## src/rtl/rbc_pkg.sv

```systemverilog
// Package: shared register map and field positions for the BUSY controller.
// Assumes a 2-bit host address space with four register slots.
package rbc_pkg;

    typedef enum logic [1:0] {
        REG_CFG   = 2'd0,
        REG_LAST  = 2'd1,
        REG_BASIC = 2'd2,
        REG_NONE  = 2'd3
    } rbc_reg_e;

    localparam int CFG_MR_ONLY_BIT  = 0;
    localparam int CFG_CLR_BUSY_BIT = 1;

endpackage

```

## src/rtl/rbc_set_arbiter.sv

```systemverilog
// Module: rbc_set_arbiter
// Decides whether a non-master reset event should set BUSY this cycle.
// Assumes mr_only is the registered option value (not the same-cycle write).
module rbc_set_arbiter #(
    parameter int MC_W     = 5,
    parameter int MC_RESET = 8
) (
    input  logic            sw_rst,
    input  logic            mc_valid,
    input  logic [MC_W-1:0] mc_code,
    input  logic            mr_only,
    output logic            set_busy
);

    localparam logic [MC_W-1:0] RESET_CODE = MC_W'(MC_RESET);

    logic mc_reset_hit;

    // Decode a valid reset-remote-terminal mode command.
    always_comb mc_reset_hit = mc_valid && (mc_code == RESET_CODE);

    // Gate soft sources with the option bit.
    always_comb set_busy = !mr_only && (sw_rst || mc_reset_hit);

endmodule

```

## src/rtl/rbc_cfg_reg.sv

```systemverilog
// Module: rbc_cfg_reg
// Holds the configuration register and decodes host writes into strobes.
// Assumes synchronous active-low master reset; the clear-busy bit is never stored.
module rbc_cfg_reg #(
    parameter int DATA_W = 16
) (
    input  logic              clk,
    input  logic              rst_n,
    input  logic              wr_en,
    input  logic [1:0]        wr_addr,
    input  logic [DATA_W-1:0] wr_data,
    output logic [DATA_W-1:0] cfg_word,
    output logic              mr_only,
    output logic              clr_last_busy,
    output logic              wr_basic
);
    import rbc_pkg::*;

    localparam logic [DATA_W-1:0] STORE_MASK = ~(DATA_W'(1) << CFG_CLR_BUSY_BIT);

    logic [DATA_W-1:0] cfg_q;
    logic              wr_cfg;

    // Address decode of host writes.
    always_comb begin
        wr_cfg   = wr_en && (rbc_reg_e'(wr_addr) == REG_CFG);
        wr_basic = wr_en && (rbc_reg_e'(wr_addr) == REG_BASIC);
    end

    // Self-clearing control strobe, never held in storage.
    always_comb clr_last_busy = wr_cfg && wr_data[CFG_CLR_BUSY_BIT];

    // Configuration storage, cleared on master reset.
    always_ff @(posedge clk) begin
        if (!rst_n)      cfg_q <= '0;
        else if (wr_cfg) cfg_q <= wr_data & STORE_MASK;
    end

    // Outputs derived from storage.
    always_comb begin
        cfg_word = cfg_q;
        mr_only  = cfg_q[CFG_MR_ONLY_BIT];
    end

endmodule

```

## src/rtl/rbc_status_reg.sv

```systemverilog
// Module: rbc_status_reg
// One status word with a BUSY bit; set beats clear beats word load.
// KEEP_BUSY_ON_LOAD=1 makes a load leave BUSY untouched.
module rbc_status_reg #(
    parameter int DATA_W            = 16,
    parameter int BUSY_POS          = 3,
    parameter bit KEEP_BUSY_ON_LOAD = 1'b0
) (
    input  logic              clk,
    input  logic              rst_n,
    input  logic              load,
    input  logic [DATA_W-1:0] load_word,
    input  logic              clr_busy,
    input  logic              set_busy,
    output logic [DATA_W-1:0] word
);

    localparam logic [DATA_W-1:0] BUSY_MASK = DATA_W'(1) << BUSY_POS;

    logic [DATA_W-1:0] word_q;
    logic [DATA_W-1:0] merged;
    logic [DATA_W-1:0] word_d;

    // Choose how a load treats the BUSY bit.
    generate
        if (KEEP_BUSY_ON_LOAD) begin : g_keep
            always_comb merged = (load_word & ~BUSY_MASK) | (word_q & BUSY_MASK);
        end else begin : g_full
            always_comb merged = load_word;
        end
    endgenerate

    // Next-state with set having highest priority.
    always_comb begin
        word_d = load ? merged : word_q;
        if (clr_busy) word_d[BUSY_POS] = 1'b0;
        if (set_busy) word_d[BUSY_POS] = 1'b1;
    end

    // Status storage, BUSY raised on master reset.
    always_ff @(posedge clk) begin
        if (!rst_n) word_q <= BUSY_MASK;
        else        word_q <= word_d;
    end

    // Expose the stored word.
    always_comb word = word_q;

endmodule

```

## src/rtl/rt_busy_ctrl.sv

```systemverilog
// Module: rt_busy_ctrl (top)
// BUSY flag control for a remote terminal's last-status and basic-status words.
// Assumes rst_n is the master reset pin, synchronous and active low.
module rt_busy_ctrl #(
    parameter int DATA_W   = 16,
    parameter int BUSY_POS = 3,
    parameter int MC_W     = 5,
    parameter int MC_RESET = 8
) (
    input  logic              clk,
    input  logic              rst_n,
    input  logic              sw_rst_i,
    input  logic              mc_valid_i,
    input  logic [MC_W-1:0]   mc_code_i,
    input  logic              ls_load_i,
    input  logic [DATA_W-1:0] ls_word_i,
    input  logic              wr_en_i,
    input  logic [1:0]        wr_addr_i,
    input  logic [DATA_W-1:0] wr_data_i,
    input  logic [1:0]        rd_addr_i,
    output logic [DATA_W-1:0] rd_data_o,
    output logic              busy_last_o,
    output logic              busy_basic_o
);
    import rbc_pkg::*;

    logic [DATA_W-1:0] cfg_word;
    logic [DATA_W-1:0] last_word;
    logic [DATA_W-1:0] basic_word;
    logic              mr_only;
    logic              clr_last_busy;
    logic              wr_basic;
    logic              set_busy;

    rbc_cfg_reg #(.DATA_W(DATA_W)) u_cfg (
        .clk           (clk),
        .rst_n         (rst_n),
        .wr_en         (wr_en_i),
        .wr_addr       (wr_addr_i),
        .wr_data       (wr_data_i),
        .cfg_word      (cfg_word),
        .mr_only       (mr_only),
        .clr_last_busy (clr_last_busy),
        .wr_basic      (wr_basic)
    );

    rbc_set_arbiter #(.MC_W(MC_W), .MC_RESET(MC_RESET)) u_arb (
        .sw_rst   (sw_rst_i),
        .mc_valid (mc_valid_i),
        .mc_code  (mc_code_i),
        .mr_only  (mr_only),
        .set_busy (set_busy)
    );

    rbc_status_reg #(.DATA_W(DATA_W), .BUSY_POS(BUSY_POS), .KEEP_BUSY_ON_LOAD(1'b1)) u_last (
        .clk       (clk),
        .rst_n     (rst_n),
        .load      (ls_load_i),
        .load_word (ls_word_i),
        .clr_busy  (clr_last_busy),
        .set_busy  (set_busy),
        .word      (last_word)
    );

    rbc_status_reg #(.DATA_W(DATA_W), .BUSY_POS(BUSY_POS), .KEEP_BUSY_ON_LOAD(1'b0)) u_basic (
        .clk       (clk),
        .rst_n     (rst_n),
        .load      (wr_basic),
        .load_word (wr_data_i),
        .clr_busy  (1'b0),
        .set_busy  (set_busy),
        .word      (basic_word)
    );

    // Host read multiplexer.
    always_comb begin
        unique case (rbc_reg_e'(rd_addr_i))
            REG_CFG:   rd_data_o = cfg_word;
            REG_LAST:  rd_data_o = last_word;
            REG_BASIC: rd_data_o = basic_word;
            default:   rd_data_o = '0;
        endcase
    end

    // BUSY outputs.
    always_comb begin
        busy_last_o  = last_word[BUSY_POS];
        busy_basic_o = basic_word[BUSY_POS];
    end

endmodule

```

## config.mk

```make
export PLATFORM = sky130hd
export DESIGN_NAME = rt_busy_ctrl
export DESIGN_NICKNAME = d
export VERILOG_FILES = /design/src/rtl/rbc_pkg.sv /design/src/rtl/rbc_set_arbiter.sv /design/src/rtl/rbc_cfg_reg.sv /design/src/rtl/rbc_status_reg.sv /design/src/rtl/rt_busy_ctrl.sv
export SDC_FILE = /design/constraint.sdc
export NUM_CORES = 1
export LEC_CHECK = 0
export BUFFER_PORTS_ARGS = -buffer_cell sky130_fd_sc_hd__buf_2
export CORE_AREA = 2 2 72 74
export DETAILED_ROUTE_END_ITERATION = 10
export DIE_AREA = 0 0 74 76
export PLACE_DENSITY = 0.73
export SLEW_MARGIN = 20
export SYNTH_ARGS = -nofsm -noshare
export SYNTH_HDL_FRONTEND = slang
export SYNTH_SLANG_ARGS = --single-unit
```

## constraint.sdc

```tcl
create_clock -name clk -period 2.4 [get_ports clk]
set_clock_uncertainty 0.2 [all_clocks]
set_input_delay 0.48 -clock clk [delete_from_list [all_inputs] [get_ports clk]]
set_output_delay 0.48 -clock clk [all_outputs]
set_load 0.01 [all_outputs]
```

==> qor.yml <==
sta:
  fmaxAchievable_mhz: 471
  hold_slack_ns: 0.212
  finalSetupTns_ns: 0
  hold_violations: 0
  tightest_slew_ns: 0.675
  rel_slew_slack_pct: 54.9
  layout_min_cycle_time_ns: 2.12
  rsz0062_at_grt: "false"
  count_of_final_max_slew_check_failures: 0
  setup_viol: 0
  finalCritPeriodShare_pct: 88.5
die:
  placement_rows: 26
  dieArea_um2: 5620
  boundaryPins: 65
  core_area_um2: 4910
  initial_core_util_pct: 43.4
  chipHeight_um: 76
  chipWidth_um: 74
min_path:
  hold_crit_endpoint: "u_basic.word[3]$_SDFFE_PP1P_"
  worst_min_delay_path_class: "in2reg"
  min-delay-start: "wr_data_i[3]"
  whs_path_depth: 3
finish:
  mostFrequentLayoutCells: "nand2_1, buf_2, dfxtp_1"
  finish.net_count: 353
  fin_util_pct: 52.0
  leading_cell_type_in_the_layout_fill_and_taps_excluded: "nand2_1"
  syn2layout_area_growth_pct: 19.9
  drive_gt1_share_pct: 24.6
  antenna-diode-count: 0
synth:
  post_synth_main_area_contributors: "dfxtp_1, nand2_1, mux2i_1"
  synthesis.area_um2: 2130
  ys_ff_latch: 47
  synth.lib_cells_used.distinct: 21
  netlist.top_cell.by_area: "dfxtp_1"
  postSynthNetCount: 295
  post-synth-top-area-fraction_pct: 44.2
  post_synth.cell_area_avg_um2: 8.59
  yosysSeqAreaShare_pct: 44.2
  synth_cells: 248
  ys.warnings.count: 0
critical_path:
  r2r_cells: 2
  crit_type: "in2out"
  worst-r2r-setup-slack_ns: 1.27
  cp_top_family: "buffers and inverters"
  r2r-end: "u_last.word[3]$_SDFFE_PP1P_"
  worstSetupStartpoint: "rd_addr_i[0]"
  critPathLaunchType: "primary input"
  timing.critical_path.to_type: "output pin"
  timing.critical_path.cells: "buf_2 -> buf_4 -> mux2i_1 -> o21ai_0 -> buf_2"
  timing.critical_path.slowest_stage_cell: "buf_4"
  crit-reg2reg-launch: "u_cfg.cfg_word[0]$_SDFFE_PN0N_"
  cp.depth: 5
  required_ns: 1.72
  critPathMaxFanout: 10
  buffers_and_inverters_on_the_worst_path: 3
  worst_path_largest_cell_delay_ns: 0.27
  worst-endpoint-arrival_ns: 1.44
  critical_path.most_common_cell: "buf_2"
detailed_routing:
  routedWlPerCell_um: 12.5
  detail_route.drc_violations: 0
  drt-vias-per-instance: 4.73
  postRouteWirelength_um: 4670
  initialDrtViolationCount: 103
  drt-pass1-iter-count: 4
  count_of_nets_left_with_antenna_violations_after_detail_routing: 0
  total_via_count_after_detailed_routing: 1774
grt:
  initial_antenna_violation_count: 0
  grt_pass1_vias: 1673
  grt_max_degree: 33
  grt_pass1_wl_um: 7720
  global_route_usage_sum_pct: 17.8
  globalRouteOverflowTotal: 0
power:
  comb_power_share_pct: 13.1
  power_density_cells_nw_per_um2: 570
  power_frac_clock_pct: 30.1
  seqPwrFrac_pct: 56.8
  int_power_mw: 1.10
  worst_ir_drop_vdd_mv: 0.244
  static_leakage_power_nw: 1.11
  power.net_switching_mw: 0.357
  net_switching_fraction_of_the_power_pct: 24.6
outcome:
  run_status: "finished clean"
cts:
  cts_buffer_depth: 2
  clk_transition_reported_paths_ns: 0.08
  cts.repair.resized: 0
  postCtsHoldBufs: 0
  cts.root.buffer_cell: "clkbuf_8"
  cts.sink_count: 47
  cts_made_buffers: 5
  clk-insertion-delay-late_ns: 0.30
  cts_tree: "built"
  postCtsSetupBuffers: 0
  ctsHtreeMaxLevel: 2
flow_run:
  max-cap-violations: 0
place:
  detailed_place_hpwl_um: 3250
  port_buffers: 63
  gp_routability_congestion: 0.712
stage by stage:
step	total power, mW	instances	worst slack [ns]	instance area [µm²]
after global placement	1.03	369	0.278	2480
after CTS	1.47	375	0.246	2550
after global routing	1.52	375	0.191	2550
final	1.46	375	0.276	2550
after floorplan	0.959	248	0.436	2130
after detailed placement	1.04	369	0.250	2480
final cells by class:
cell class	count	area, µm²
fill	487	2360
multi-input combinational	182	1090
sequential	47	941
timing repair buffer	69	360
tap	70	87.6
clock buffer	6	72.6
inverter	1	3.75
logic make-up after synthesis:
family | after synthesis | share of synthesized area, %
DFF | 47 | 44.2
muxes | 30 | 14.1
buffers and inverters | 19 | 4.70
and+or+nand+nor | 105 | 22.2
AOI/OAI and AO/OA | 47 | 14.8
cells in the mapped netlist:
cell type,count
or3b_1,1
and3b_1,1
buf_6,1
nand2_1,81
o21ai_0,16
nor3b_2,1
clkbuf_1,6
nand3b_1,2
buf_4,3
nor2b_1,16
a21boi_0,11
inv_1,1
nor3_1,1
dfxtp_1,47
a221o_1,1
buf_2,7
mux2i_1,30
nand4b_1,1
nor4bb_1,1
clkbuf_2,1
a21boi_1,19
registers in the layout (all words and copies together), names as in the netlist:
signal / count
u_basic.word: 16
u_last.word: 16
u_cfg.cfg_word: 15
worst reg2reg max path: stages, from the launching register on:
cell     delay [ns]
dfxtp_1        0.39
nor3_1         0.09
a221o_1        0.34
how the worst max path moves through the flow:
stage               endpoint  slack [ns]
5_1_grt         rd_data_o[5]        0.19
3_3_place_gp   rd_data_o[14]        0.28
3_5_place_dp   rd_data_o[14]        0.25
4_1_cts        rd_data_o[14]        0.25
2_1_floorplan   rd_data_o[3]        0.44
6_report       rd_data_o[14]        0.28
power by group through the flow:
stage	clock, mW	sequential (mW)	combinational, mW
finish	0.439	0.827	0.190
floorplan	0	0.842	0.118
detailed placement	0	0.845	0.193
global route	0.473	0.830	0.214
CTS	0.455	0.827	0.193
global placement	0	0.844	0.189
layer usage:
metal / wire [µm] / GRT usage [%]
met3: 225 / 5.03
met2: 2270 / 29.6
met1: 2100 / 21.6
met5: 0 / 0
met4: 76 / 6.00
Power figures use the tool's default switching activity.
